[config.mk]
export PLATFORM = sky130hd
export DESIGN_NAME = uart_tx_framer
export DESIGN_NICKNAME = d
export VERILOG_FILES = /design/src/rtl/uart_tx_pkg.sv /design/src/rtl/uart_tx_fmt_decode.sv /design/src/rtl/uart_tx_parity.sv /design/src/rtl/uart_tx_seq.sv /design/src/rtl/uart_tx_framer.sv
export SDC_FILE = /design/constraint.sdc
export NUM_CORES = 1
export LEC_CHECK = 0
export ABC_AREA = 1
export CORE_AREA = 2 2 72 74
export DETAILED_ROUTE_END_ITERATION = 7
export DIE_AREA = 0 0 74 76
export GPL_TIMING_DRIVEN = 0
export SLEW_MARGIN = 0
export SYNTH_ARGS = -nofsm -noshare
export SYNTH_HDL_FRONTEND = slang
export SYNTH_SLANG_ARGS = --single-unit
[constraint.sdc]
create_clock -name clk -period 5.1 [get_ports clk]
set_input_delay 0.765 -clock clk [delete_from_list [all_inputs] [get_ports clk]]
set_output_delay 0.765 -clock clk [all_outputs]
set_load 0.01 [all_outputs]
[src/rtl/uart_tx_pkg.sv]
`timescale 1ns/1ps
package uart_tx_pkg;

  localparam int CHAR_W = 8;

  typedef struct packed {
    logic [3:0] nbits;
    logic       par_en;
    logic       even;
    logic       stick;
    logic       stop_long;
  } fmt_t;

  typedef enum logic [2:0] {
    S_IDLE, S_START, S_DATA, S_PAR, S_STOP
  } seq_t;

  // sel = {line bit 7, line bit 6}
  function automatic logic [3:0] len_from_sel(logic [1:0] sel);
    case (sel)
      2'b00:   return 4'd5;
      2'b10:   return 4'd6;
      2'b01:   return 4'd7;
      default: return 4'd8;
    endcase
  endfunction

  function automatic logic [CHAR_W-1:0] low_mask(logic [3:0] n);
    logic [CHAR_W:0] one_hot;
    one_hot = (CHAR_W+1)'(1) << n;
    return CHAR_W'(one_hot - (CHAR_W+1)'(1));
  endfunction

  function automatic logic parity_bit(logic [CHAR_W-1:0] d, fmt_t f);
    if (f.stick) return ~f.even;
    return (^(d & low_mask(f.nbits))) ^ ~f.even;
  endfunction

  function automatic int stop_ticks(fmt_t f, int tpb);
    if (!f.stop_long)      return tpb;
    if (f.nbits == 4'd5)   return tpb + tpb / 2;
    return 2 * tpb;
  endfunction

endpackage

[src/rtl/uart_tx_fmt_decode.sv]
`timescale 1ns/1ps
module uart_tx_fmt_decode
  import uart_tx_pkg::*;
(
  input  logic [7:1] line_ctrl,
  output fmt_t       fmt,
  output logic       brk
);
  always_comb begin
    fmt.nbits     = len_from_sel({line_ctrl[7], line_ctrl[6]});
    fmt.stop_long = line_ctrl[5];
    fmt.par_en    = line_ctrl[4];
    fmt.even      = line_ctrl[3];
    fmt.stick     = line_ctrl[2];
    brk           = line_ctrl[1];
  end
endmodule

[src/rtl/uart_tx_parity.sv]
`timescale 1ns/1ps
module uart_tx_parity
  import uart_tx_pkg::*;
(
  input  logic [CHAR_W-1:0] data,
  input  fmt_t              fmt,
  output logic [CHAR_W-1:0] data_masked,
  output logic              par_bit
);
  always_comb begin
    data_masked = data & low_mask(fmt.nbits);
    par_bit     = parity_bit(data_masked, fmt);
  end
endmodule

[src/rtl/uart_tx_seq.sv]
`timescale 1ns/1ps
module uart_tx_seq
  import uart_tx_pkg::*;
#(
  parameter int TPB = 16
)(
  input  logic              clk,
  input  logic              rst_n,
  input  logic              baud_tick,
  input  logic              accept,
  input  fmt_t              fmt_in,
  input  logic [CHAR_W-1:0] data_in,
  input  logic              par_in,
  output logic              line_bit,
  output logic              idle,
  output logic              frame_end
);
  localparam int CW = $clog2(2 * TPB);

  seq_t              state;
  fmt_t              fmt_q;
  logic [CHAR_W-1:0] shreg;
  logic [CHAR_W-1:0] data_q;
  logic              par_q;
  logic [3:0]        bit_idx;
  logic [CW-1:0]     tick_cnt;

  int   phase_len;
  logic phase_end;
  logic last_bit;

  always_comb begin
    phase_len = (state == S_STOP) ? stop_ticks(fmt_q, TPB) : TPB;
    phase_end = baud_tick && (int'(tick_cnt) == phase_len - 1);
    last_bit  = (bit_idx == fmt_q.nbits - 4'd1);
    frame_end = (state == S_STOP) && phase_end;
    idle      = (state == S_IDLE);
    case (state)
      S_START: line_bit = 1'b0;
      S_DATA:  line_bit = shreg[0];
      S_PAR:   line_bit = par_q;
      default: line_bit = 1'b1;
    endcase
  end

  always_ff @(posedge clk or negedge rst_n) begin
    if (!rst_n) begin
      state    <= S_IDLE;
      fmt_q    <= '0;
      shreg    <= '0;
      data_q   <= '0;
      par_q    <= 1'b0;
      bit_idx  <= '0;
      tick_cnt <= '0;
    end else if (state == S_IDLE) begin
      if (accept) begin
        state    <= S_START;
        fmt_q    <= fmt_in;
        shreg    <= data_in;
        data_q   <= data_in;
        par_q    <= par_in;
        bit_idx  <= '0;
        tick_cnt <= '0;
      end
    end else if (phase_end) begin
      tick_cnt <= '0;
      case (state)
        S_START: state <= S_DATA;
        S_DATA: begin
          shreg   <= {1'b0, shreg[CHAR_W-1:1]};
          bit_idx <= bit_idx + 4'd1;
          if (last_bit) state <= fmt_q.par_en ? S_PAR : S_STOP;
        end
        S_PAR:   state <= S_STOP;
        default: state <= S_IDLE;
      endcase
    end else if (baud_tick) begin
      tick_cnt <= tick_cnt + 1'b1;
    end
  end

  // acceptance is followed by the start bit
  p_start_low_r2: assert property (@(posedge clk) disable iff (!rst_n)
    accept |=> (state == S_START && line_bit == 1'b0));

  // captured format frozen while a frame runs
  p_fmt_frozen_r10: assert property (@(posedge clk) disable iff (!rst_n)
    (state != S_IDLE && !frame_end) |=> $stable(fmt_q));

  // data index bounded by selected length
  p_bits_bound_r3: assert property (@(posedge clk) disable iff (!rst_n)
    (state == S_DATA) |-> (bit_idx < fmt_q.nbits));

  // parity sum over the sent bits
  p_par_sum_r4: assert property (@(posedge clk) disable iff (!rst_n)
    (state != S_IDLE && fmt_q.par_en && !fmt_q.stick)
      |-> (($countones({data_q, par_q}) % 2) == (fmt_q.even ? 0 : 1)));

  // stick parity constant
  p_stick_const_r5: assert property (@(posedge clk) disable iff (!rst_n)
    (state != S_IDLE && fmt_q.par_en && fmt_q.stick) |-> (par_q == ~fmt_q.even));

endmodule

[src/rtl/uart_tx_framer.sv]
`timescale 1ns/1ps
module uart_tx_framer
  import uart_tx_pkg::*;
#(
  parameter int TICKS_PER_BIT = 16
)(
  input  logic              clk,
  input  logic              rst_n,
  input  logic              baud_tick,
  input  logic [7:1]        line_ctrl,
  input  logic [CHAR_W-1:0] tx_data,
  input  logic              tx_valid,
  output logic              tx_ready,
  output logic              tx_busy,
  output logic              tx_out
);
  fmt_t              fmt_now;
  logic              brk_now;
  logic [CHAR_W-1:0] data_masked;
  logic              par_now;
  logic              line_bit;
  logic              seq_idle;
  logic              frame_end;
  logic              accept;

  uart_tx_fmt_decode u_dec (
    .line_ctrl (line_ctrl),
    .fmt       (fmt_now),
    .brk       (brk_now)
  );

  uart_tx_parity u_par (
    .data        (tx_data),
    .fmt         (fmt_now),
    .data_masked (data_masked),
    .par_bit     (par_now)
  );

  assign accept = tx_valid && seq_idle;

  uart_tx_seq #(.TPB(TICKS_PER_BIT)) u_seq (
    .clk       (clk),
    .rst_n     (rst_n),
    .baud_tick (baud_tick),
    .accept    (accept),
    .fmt_in    (fmt_now),
    .data_in   (data_masked),
    .par_in    (par_now),
    .line_bit  (line_bit),
    .idle      (seq_idle),
    .frame_end (frame_end)
  );

  assign tx_ready = seq_idle;
  assign tx_busy  = ~seq_idle;
  assign tx_out   = brk_now ? 1'b0 : line_bit;

  // one acceptance closes the door until the frame ends
  p_accept_once_r9: assert property (@(posedge clk) disable iff (!rst_n)
    (tx_valid && tx_ready) |=> !tx_ready);

  // ready returns only through the end of a stop period
  p_ready_after_stop_r7: assert property (@(posedge clk) disable iff (!rst_n)
    (tx_busy && !frame_end) |=> tx_busy);

endmodule

==> results.ini <==
[global_route]
grt_pass1_vias = 1598
grt_usage_pct = 15.7
grt-ovfl-total = 0
antenna_found_initial = 0
grt_pass1_wl_um = 7130
grt_max_degree = 28

[cts]
cts_buffers = 3
root_buffer = clkbuf_8
post_cts_buffers = 0
h-tree-depth = 1
hold_buffers = 0
clkTransAtPathRegs_ns = 0.10
cts.path.max_buffers = 2
clock-sinks = 27
clock_latency_ns = 0.28
cts-resized-gates = 0
cts_tree = yes

[yosys]
ys_seq_area_share_pct = 36.2
netlist_area_um2 = 1860
synth-seq-cells = 27
synthAdderAreaFrac_pct = 6.71
synth_compound_area_share_pct = 6.44
ys_types = 29
synthCells = 259
synthMuxAreaShare_pct = 0
yosys.area_share.simple_pct = 35.4
synth_xor_area_share_pct = 4.70
syn_avg_cell_area_um2 = 7.20
synth_top_family_by_area = simple AND/OR/NAND/NOR gates
synth_warnings = 0

[timing]
final_hold_viol_count = 0
relSlewSlack_pct = 59.6
setup_violations = 0
drv_slew = 0
clock_skew_ns = 0.00435
rsz0062_at_grt = no
finalSetupTns_ns = 0
min_period_ns = 2.91
fmax_ghz = 0.344
worst-slew-pin-transition_ns = 0.606
finalCritPeriodShare_pct = 57.1

[critical_path]
path_class = register to output pin
critPathArrivalTime_ns = 2.14
endpoint_kind = output pin
r2r_start = u_seq.fmt_q[5]
cp_max_fo = 10
startpoint = u_seq.state[0]
crit_path_start_kind = register
critPathRequiredTime_ns = 4.34

[power_and_ir_drop]
p_leak_nw = 1.17
ir_worst_vdd_v = 0.000193
powerDensity_nw_per_um2 = 484

[job]
max_cap_violations = 0

[run_status]
status = complete, no violations

[die]
initial_core_util_pct = 38.0
die_h_um = 76
ios = 22
die-area_um2 = 5620
row_count = 26
die_w_um = 74
core_area_um2 = 4910

[routing]
drt_drc_violations_left = 0
wl_per_cell_um = 11.0
wl_um = 3910
viasPerCell = 4.67
dr.pass1.iters = 4
drtAntennaViolNets = 0
drtIter0Drc = 65
num_vias = 1659

[final_layout]
final_nets = 315
area_growth_pct = 18.5
design_area_um2 = 2210
drive_gt1_share_pct = 8.77
num_antenna_cells = 0

[placement]
io_buffer_count = 21
placed_area_um2 = 2170
hpwl_um = 3020
gp_congestion = 0.820

[hold_path]
hold_class = input port to async pin

[cell usage in the layout (no fill, tap or decap), drive strengths merged]
master,synthesis,final
nand2,89,89
inv,36,36
dfrtp,27,27
clkdlybuf4s50,0,20
nand4,18,18
nand3,18,18
nor2,18,18
ha,10,10
o21ai,9,9
buf,8,9
a21oi,6,6
xor2,5,5
xnor2,5,5
clkbuf,0,3
o22ai,2,2
o31ai,2,2
conb,1,2
or2,1,1
a31oi,1,1
a21boi,1,1
nor4b,1,1
nor3,1,1
clkinvlp,0,1
[final cells by class]
type,instances,area (um2)
plain buffers,8,57.6
well taps,70,87.6
flip-flops and latches,27,676
repair buffers,21,205
clock inverters,1,7.51
clock buffers,3,41.3
inverters,36,135
fillers,543,2700
multi-input cells,189,1000
[critical path, cell delays in order, from the launching register on]
cell             delay, ns
dfrtp_1               0.47
nor2_4                0.19
inv_2                 0.06
nor2_4                0.19
inv_2                 0.06
buf_2                 0.18
buf_2                 0.21
clkdlybuf4s50_1       0.50
[metal layers]
metal / GRT usage [%] / routed length, um / part of all wire [%]
met5: 0 / 0 / 0
met4: 2.73 / 26 / 0.67
met3: 2.38 / 90 / 2.3
met2: 26.4 / 1800 / 46
met1: 21.3 / 1990 / 51
[where the power goes]
part           switching, mW  total [mW]  internal, mW
clock network         0.0730       0.129        0.0557
logic                  0.334       0.559         0.225
registers             0.0831       0.382         0.299
[state kept, by name, summed over array words and instances, names as in the netlist]
name            count
u_seq.shreg         8
u_seq.fmt_q         6
u_seq.tick_cnt      5
u_seq.bit_idx       4
u_seq.state         3
u_seq.par_q         1
[per-stage QoR]
stage	power, mW	hold slack, ns	util (%)	cells	setup slack (ns)
final	1.07	0.480	45.0	355	2.19
after global routing	1.18	0.518	45.0	355	2.08
after CTS	1.08	0.486	45.1	355	2.18
after detailed placement	0.946	0.459	44.1	351	2.42
after global placement	0.941	0.456	44.1	351	2.43
after floorplan	0.784	0.442	-	260	3.13
[cell usage after synthesis (all sizes together)]
| cell type | n | area share, % |
|---|---|---|
| a31oi | 1 | 0.34 |
| nand2 | 89 | 18 |
| nor2 | 18 | 4.6 |
| a21oi | 6 | 1.8 |
| dfrtp | 27 | 36 |
| xor2 | 5 | 2.3 |
| nor4b | 1 | 0.47 |
| or2 | 1 | 0.34 |
| a21boi | 1 | 0.40 |
| buf | 8 | 3.1 |
| conb | 1 | 0.20 |
| ha | 10 | 6.7 |
| o22ai | 2 | 0.67 |
| xnor2 | 5 | 2.3 |
| o21ai | 9 | 2.4 |
| nand3 | 18 | 5.4 |
| o31ai | 2 | 0.81 |
| nor3 | 1 | 0.27 |
| inv | 36 | 7.2 |
| nand4 | 18 | 6.0 |
[kinds of logic (layout without fill, tap and decap cells)]
| family | Yosys count | after routing |
|---|---|---|
| AOI/OAI and AO/OA | 21 | 21 |
| xor gates and xnor gates | 10 | 10 |
| adders and majority gates | 10 | 10 |
| buffers and inverters | 44 | 69 |
| DFF | 27 | 27 |
| other | 1 | 2 |
| and+or+nand+nor | 146 | 146 |
[path summary, 6_finish.rpt]
check	endpoint	slack [ns]	cells past startpoint
min	u_seq.fmt_q[6]	0.48	1
max	tx_busy	2.19	7
min in group clk	u_seq.shreg[1]	0.48	2
min reg2reg	u_seq.shreg[1]	0.48	2
max in group asynchronous	u_seq.tick_cnt[1]	4.23	1
max reg2reg	u_seq.bit_idx[2]	2.93	14
(Power assumes the default switching activity.)
